File: config.mk
export PLATFORM = sky130hd
export DESIGN_NAME = adc_serial_port
export DESIGN_NICKNAME = d
export VERILOG_FILES = /design/src/rtl/sp_pkg.sv /design/src/rtl/sp_sync.sv /design/src/rtl/sp_slave_front.sv /design/src/rtl/sp_master_clkgen.sv /design/src/rtl/sp_shift_core.sv /design/src/rtl/adc_serial_port.sv
export SDC_FILE = /design/constraint.sdc
export NUM_CORES = 1
export LEC_CHECK = 0
export CAP_MARGIN = 20
export CORE_AREA = 2 2 80 82
export CTS_BUF_LIST = sky130_fd_sc_hd__clkbuf_4 sky130_fd_sc_hd__clkbuf_8
export CTS_CLUSTER_SIZE = 10
export DETAILED_ROUTE_END_ITERATION = 10
export DIE_AREA = 0 0 82 84
export GPL_ROUTABILITY_DRIVEN = 0
export PLACE_DENSITY = 0.76
export SLEW_MARGIN = 25
export SYNTH_ARGS = -nofsm -noshare
export SYNTH_HDL_FRONTEND = slang
export SYNTH_SLANG_ARGS = --single-unit
File: constraint.sdc
create_clock -name clk -period 2.4 [get_ports clk]
set_input_delay 0.48 -clock clk [delete_from_list [all_inputs] [get_ports clk]]
set_output_delay 0.48 -clock clk [all_outputs]
set_load 0.02 [all_outputs]
File: src/rtl/sp_pkg.sv
package sp_pkg;
  localparam int unsigned SP_WORD_W      = 18;
  localparam int unsigned SP_SYNC_STAGES = 2;

  // Resynchronized slave-side events seen by the shift core.
  typedef struct packed {
    logic launch;   // data-changing edge of the host clock
    logic cs_act;   // chip select asserted
    logic sd;       // chain input level
  } sp_slv_t;
endpackage

File: src/rtl/sp_sync.sv
module sp_sync #(
  parameter int unsigned    N       = 1,
  parameter int unsigned    STAGES  = 2,
  parameter logic [N-1:0]   RST_VAL = '0
) (
  input  logic         clk,
  input  logic         rst_n,
  input  logic [N-1:0] d,
  output logic [N-1:0] q
);
  logic [STAGES-1:0][N-1:0] pipe_q, pipe_n;

  always_comb begin
    pipe_n = {pipe_q[STAGES-2:0], d};
  end

  always_ff @(posedge clk or negedge rst_n) begin
    if (!rst_n) pipe_q <= {STAGES{RST_VAL}};
    else        pipe_q <= pipe_n;
  end

  assign q = pipe_q[STAGES-1];
endmodule

File: src/rtl/sp_slave_front.sv
module sp_slave_front import sp_pkg::*; #(
  parameter int unsigned STAGES = SP_SYNC_STAGES
) (
  input  logic    clk,
  input  logic    rst_n,
  input  logic    sclk_inv,
  input  logic    sclk_in,
  input  logic    cs_n,
  input  logic    sdin,
  output sp_slv_t slv
);
  logic [2:0] raw, syn;
  logic       sclk_d_q, sclk_d_n;
  logic       rise, fall;

  assign raw = {sclk_in, cs_n, sdin};

  sp_sync #(.N(3), .STAGES(STAGES), .RST_VAL(3'b010)) u_sync (
    .clk(clk), .rst_n(rst_n), .d(raw), .q(syn)
  );

  always_comb sclk_d_n = syn[2];

  always_ff @(posedge clk or negedge rst_n) begin
    if (!rst_n) sclk_d_q <= 1'b0;
    else        sclk_d_q <= sclk_d_n;
  end

  assign rise       = syn[2] & ~sclk_d_q;
  assign fall       = ~syn[2] & sclk_d_q;
  assign slv.launch = sclk_inv ? fall : rise;
  assign slv.cs_act = ~syn[1];
  assign slv.sd     = syn[0];


  launch_spacing_chk: assert property (@(posedge clk) disable iff (!rst_n)
    slv.launch |=> !slv.launch);
endmodule

File: src/rtl/sp_master_clkgen.sv
module sp_master_clkgen #(
  parameter int unsigned WORD_W = 18,
  parameter int unsigned DIV    = 2
) (
  input  logic clk,
  input  logic rst_n,
  input  logic start,
  output logic busy,
  output logic sclk_int,
  output logic shift
);
  localparam int unsigned    DW       = (DIV > 1) ? $clog2(DIV) : 1;
  localparam int unsigned    BW       = $clog2(WORD_W);
  localparam logic [DW-1:0]  DIV_LAST = DW'(DIV - 1);
  localparam logic [BW-1:0]  BIT_LAST = BW'(WORD_W - 1);

  logic          busy_q, busy_n;
  logic          ph_q, ph_n;
  logic [DW-1:0] div_q, div_n;
  logic [BW-1:0] bit_q, bit_n;
  logic          div_wrap;

  assign div_wrap = busy_q && (div_q == DIV_LAST);

  always_comb begin
    busy_n = busy_q;
    ph_n   = ph_q;
    div_n  = div_q;
    bit_n  = bit_q;
    if (start) begin
      busy_n = 1'b1;
      ph_n   = 1'b0;
      div_n  = '0;
      bit_n  = '0;
    end else if (busy_q) begin
      if (div_wrap) begin
        div_n = '0;
        ph_n  = ~ph_q;
        if (ph_q) begin
          if (bit_q == BIT_LAST) busy_n = 1'b0;
          else                   bit_n  = bit_q + 1'b1;
        end
      end else begin
        div_n = div_q + 1'b1;
      end
    end
  end

  always_ff @(posedge clk or negedge rst_n) begin
    if (!rst_n) begin
      busy_q <= 1'b0;
      ph_q   <= 1'b0;
      div_q  <= '0;
      bit_q  <= '0;
    end else begin
      busy_q <= busy_n;
      ph_q   <= ph_n;
      div_q  <= div_n;
      bit_q  <= bit_n;
    end
  end

  assign busy     = busy_q;
  assign sclk_int = ph_q;
  assign shift    = div_wrap && ph_q;


  bits_range_chk: assert property (@(posedge clk) disable iff (!rst_n)
    busy_q |-> (bit_q <= BIT_LAST));

  end_on_edge_chk: assert property (@(posedge clk) disable iff (!rst_n)
    $fell(busy_q) |-> $past(shift));

  idle_level_chk: assert property (@(posedge clk) disable iff (!rst_n)
    !busy_q |-> !ph_q);
endmodule

File: src/rtl/sp_shift_core.sv
module sp_shift_core import sp_pkg::*; #(
  parameter int unsigned WORD_W = SP_WORD_W
) (
  input  logic              clk,
  input  logic              rst_n,
  input  logic              slave,
  input  logic              rd_during,
  input  logic              eoc,
  input  logic [WORD_W-1:0] result_in,
  input  logic              m_start,
  input  logic              m_shift,
  input  logic              m_busy,
  input  sp_slv_t           slv,
  output logic              sdout,
  output logic              rd_err
);
  localparam int unsigned   CW       = $clog2(WORD_W + 1);
  localparam logic [CW-1:0] CNT_FULL = CW'(WORD_W);

  logic [WORD_W-1:0] sh_q, sh_n, hold_q, hold_n;
  logic [CW-1:0]     cnt_q, cnt_n;
  logic              err_q, err_n;
  logic              s_started;

  assign s_started = slv.cs_act && (cnt_q != '0) && (cnt_q != CNT_FULL);

  always_comb begin
    sh_n   = sh_q;
    hold_n = eoc ? result_in : hold_q;
    cnt_n  = cnt_q;
    err_n  = 1'b0;
    if (!slave) begin
      cnt_n = '0;
      if (m_start)      sh_n = rd_during ? hold_q : result_in;
      else if (m_shift) sh_n = {sh_q[WORD_W-2:0], 1'b0};
    end else begin
      if (eoc) begin
        sh_n  = result_in;
        cnt_n = '0;
        err_n = s_started;
      end else if (!slv.cs_act) begin
        cnt_n = '0;
      end else if (slv.launch) begin
        sh_n = {sh_q[WORD_W-2:0], slv.sd};
        if (cnt_q != CNT_FULL) cnt_n = cnt_q + 1'b1;
      end
    end
  end

  always_ff @(posedge clk or negedge rst_n) begin
    if (!rst_n) begin
      sh_q   <= '0;
      hold_q <= '0;
      cnt_q  <= '0;
      err_q  <= 1'b0;
    end else begin
      sh_q   <= sh_n;
      hold_q <= hold_n;
      cnt_q  <= cnt_n;
      err_q  <= err_n;
    end
  end

  assign sdout  = (slave ? slv.cs_act : m_busy) & sh_q[WORD_W-1];
  assign rd_err = err_q;


  rd_err_pulse_chk: assert property (@(posedge clk) disable iff (!rst_n)
    rd_err |=> !rd_err);

  rd_err_cause_chk: assert property (@(posedge clk) disable iff (!rst_n)
    rd_err |-> ($past(eoc) && $past(slave)));

  slv_cnt_range_chk: assert property (@(posedge clk) disable iff (!rst_n)
    cnt_q <= CNT_FULL);

  cs_abort_chk: assert property (@(posedge clk) disable iff (!rst_n)
    !slv.cs_act |=> (cnt_q == '0));
endmodule

File: src/rtl/adc_serial_port.sv
module adc_serial_port import sp_pkg::*; #(
  parameter int unsigned WORD_W      = SP_WORD_W,
  parameter int unsigned DIV         = 2,
  parameter int unsigned SYNC_STAGES = SP_SYNC_STAGES
) (
  input  logic              clk,
  input  logic              rst_n,
  input  logic              cfg_slave,
  input  logic              cfg_sclk_inv,
  input  logic              cfg_sync_inv,
  input  logic              cfg_rd_during,
  input  logic              conv_start,
  input  logic              eoc,
  input  logic [WORD_W-1:0] result_in,
  input  logic              cs_n,
  input  logic              sclk_in,
  input  logic              sdin,
  output logic              sclk_out,
  output logic              sync_out,
  output logic              sdout,
  output logic              rd_err
);
  logic [1:0] rst_q, rst_n_nx;
  logic       rst_n_s;
  logic       m_start, m_busy, m_sclk, m_shift;
  sp_slv_t    slv;

  // reset: asserted at once, released after two clock edges
  always_comb rst_n_nx = {rst_q[0], 1'b1};

  always_ff @(posedge clk or negedge rst_n) begin
    if (!rst_n) rst_q <= '0;
    else        rst_q <= rst_n_nx;
  end

  assign rst_n_s = rst_q[1];

  assign m_start = !cfg_slave && !m_busy && (cfg_rd_during ? conv_start : eoc);

  sp_slave_front #(.STAGES(SYNC_STAGES)) u_front (
    .clk(clk), .rst_n(rst_n_s), .sclk_inv(cfg_sclk_inv),
    .sclk_in(sclk_in), .cs_n(cs_n), .sdin(sdin), .slv(slv)
  );

  sp_master_clkgen #(.WORD_W(WORD_W), .DIV(DIV)) u_clkgen (
    .clk(clk), .rst_n(rst_n_s), .start(m_start),
    .busy(m_busy), .sclk_int(m_sclk), .shift(m_shift)
  );

  sp_shift_core #(.WORD_W(WORD_W)) u_core (
    .clk(clk), .rst_n(rst_n_s), .slave(cfg_slave), .rd_during(cfg_rd_during),
    .eoc(eoc), .result_in(result_in), .m_start(m_start), .m_shift(m_shift),
    .m_busy(m_busy), .slv(slv), .sdout(sdout), .rd_err(rd_err)
  );

  assign sclk_out = m_sclk ^ cfg_sclk_inv;
  assign sync_out = m_busy ^ cfg_sync_inv;


  master_start_chk: assert property (@(posedge clk) disable iff (!rst_n_s)
    m_start |=> m_busy);
endmodule

==> results.py <==
metrics = {
    "drt": {
        "postRouteAntennaNets": 0,
        "vias": 2387,
        "dr.pass1.iters": 4,
        "viasPerCell": 5.77,
        "wl_per_cell_um": 15.6,
        "drt_iter0_drc": 132,
        "post-route-drc-count": 0,
        "drt-total-wl_mm": 6.44,
    },
    "logic_synthesis": {
        "synth_warnings": 0,
        "synth-edff-count": 0,
        "ys_seq_area_share_pct": 45.9,
        "syn-cell-area_um2": 3220,
        "yosys.area.top_type_share_pct": 44.3,
        "yosys.area.top_type": "dfrtp_1",
        "synthArstFlopShare_pct": 100,
        "synthCells": 293,
        "synth_fp_nets": 327,
        "synthFlopType": "dfrtp_1",
        "synthTopCellsByArea": "dfrtp_1 (44%), mux2_2 (9.1%), mux2i_1 (6.5%), nand3b_1 (4.0%), o211ai_1 (4.0%)",
        "ys_seq_elements": 59,
        "synth_cell_type_count": 41,
        "synth.avg_cell_area_um2": 11.0,
    },
    "cells_and_area": {
        "fin_nets": 366,
        "antenna_cells": 0,
        "area_growth_pct": 21.6,
        "fillers": 481,
        "final_layout_size_suffix_gt1_share_pct": 20.2,
        "register_area_um2": 1480,
        "finish.instance_area_um2": 3920,
        "multi_input_area_um2": 1610,
        "instances_no_fill": 414,
    },
    "placement": {
        "dpl.hpwl_mm": 4.17,
        "dpl-instance-area_um2": 3690,
        "portBuffers": 32,
        "dp_cells": 398,
    },
    "setup_path": {
        "timing.critical_path.to_type": "primary output",
        "arrival_ps": 1740,
        "worstSetupStartpointType": "input port",
        "rrSetupSlack_ps": 570,
        "critical_path_class": "in -> out",
        "critical_path.max_fanout": 3,
        "worst_ep_required_time_ps": 1920,
    },
    "timing": {
        "drv_slew": 0,
        "fin_crit_sh_pct": 92.5,
        "finalSetupViolCount": 0,
        "hold_viol_final": 0,
        "worst-slew-pin-transition_ps": 619,
        "fin_crit_ps": 2220,
        "slew_headroom_pct": 58.7,
        "rsz0062_at_grt": "false",
        "finClkSkew_ps": 6.42,
        "fmax_mhz": 450,
        "tns_ps": 0,
    },
    "pwr": {
        "p_leak_nw": 1.74,
        "p_per_area_nw_per_um2": 906,
        "finalPower_mw": 3.55,
        "peakVddDrop_uv": 431,
    },
    "die": {
        "rows": 29,
        "die_w_um": 82,
        "dieArea_um2": 6890,
        "start_util_pct": 52.8,
        "core-area_um2": 6100,
        "io_pins": 33,
        "die_y_um": 84,
    },
    "global_routing": {
        "grt.total_usage_pct": 21.1,
        "grt_pass1_vias": 2385,
        "antenna_found_initial": 0,
        "grt-ovfl-total": 0,
        "grt_pass1_wl_mm": 11.2,
        "grt_max_degree": 41,
    },
    "cts": {
        "cts_inserted_buffers": 9,
        "clkLatencyLatePin_ps": 330,
        "cts_num_sinks": 59,
        "htreeDepth": 3,
        "clkSlewWorstSetupHoldPaths_ps": 70,
        "clk_path_buf_depth": 2,
        "cts_root_buf": "clkbuf_8",
        "cts_tree": "yes",
    },
    "run_status": {
        "status": "complete, no violations",
    },
    "run": {
        "maxCapViolations": 0,
    },
    "hold_path": {
        "worstHoldPathType": "reg -> async",
    },
}
-- Yosys cell counts (9+ instances only) --
library cell and instances:
nor2_1 12, mux2_1 9, clkbuf_1 20, mux2i_1 21, a21oi_1 18, dfrtp_1 57
mux2_2 26, nor4_1 17, and3_1 18, nand3b_1 17, o211ai_1 17, xor2_1 9
-- cells by family after synthesis --
family          synth area share [%]
compound gates                  10.1
xor+xnor                        2.99
fa+ha+maj                       1.94
buf+inv                         3.96
flops                           45.9
mux                             19.2
other cells                    0.116
simple gates                    15.8
-- final cells by class --
cell class	instances	share of cell area (%)
multi-input combinational	204	41.2
sequential	59	37.8
timing repair buffer	51	12.1
clock buffer	11	3.86
tap	77	2.46
clock inverter	5	1.92
inverter	7	0.671
-- cells in the final DEF (no fill, tap or decap), types with 2 or more instances in the layout --
cell / count
and3_1: 18
bufinv_16: 2
dfrtp_1: 56
nand4_1: 2
inv_1: 7
xnor2_1: 2
nand2_1: 5
mux2_1: 9
clkbuf_8: 11
buf_4: 18
o21ai_0: 3
nor4_1: 17
clkdlybuf4s50_1: 31
clkinv_2: 3
xor2_1: 9
a21oi_1: 18
mux2_2: 26
nor2_1: 12
o2111ai_1: 2
o211ai_1: 17
dfstp_2: 2
ha_1: 5
mux2i_1: 21
nand3b_1: 17
nor2b_1: 2
nand3_1: 2
-- through the flow --
stage,worst slack (ps),hold WS [ps],utilization [%]
after global routing,90.2,300,64.3
after CTS,173,288,64.3
after detailed placement,-72.0,315,60.6
final,179,287,64.3
after floorplan,233,184,-
after global placement,-46.0,309,60.6
-- path summary, 6_finish.rpt --
kind	cells past startpoint	endpoint	start
worst max-delay path	3	sclk_out	cfg_sclk_inv
worst min-delay path	0	u_core.hold_q[9]	rst_q[1]
worst max register to register	4	u_core.sh_q[17]	u_clkgen.busy
worst min register to register	0	u_core.hold_q[9]	rst_q[1]
max in group asynchronous	1	u_core.hold_q[1]	rst_q[1]
min in group clk	0	u_front.u_sync.q[0]	u_front.u_sync.pipe_n[3]
-- per-layer routing --
layer  GRT usage [%]  wire length [um]  up-vias
li1                -                 -     1157
met1            28.3              3020     1183
met2            33.6              3170       42
met3            2.92               186        5
met4            8.79                72        0
met5               0                 0        -
-- what timing repair did --
action / CTS / global route
hold buffers: 0 / 0
buffers inserted: 0 / 0
gates resized for setup: 1 / 0
setup endpoints to repair: 1 / 0
-- power by group --
group          total, mW  internal [mW]  switching (mW)  leakage (nW)
Combinational       1.04          0.539           0.499         0.908
Sequential          1.47           1.24           0.229         0.715
Clock               1.04          0.636           0.402         0.119
-- worst max-delay path, cell delays in order --
cell	delay, ps
clkdlybuf4s50_1	510
xor2_1	140
clkdlybuf4s50_1	610
-- registers in the layout, summed over array words and instances (netlist names), 2 cells and up --
register and flops:
rst_q 2, u_clkgen.bit_q 5, u_core.cnt_q 5, u_core.hold_q 18
u_core.sh_q 18, u_front.u_sync.pipe_n 3, u_front.u_sync.q 3
Power figures use the tool's default switching activity.
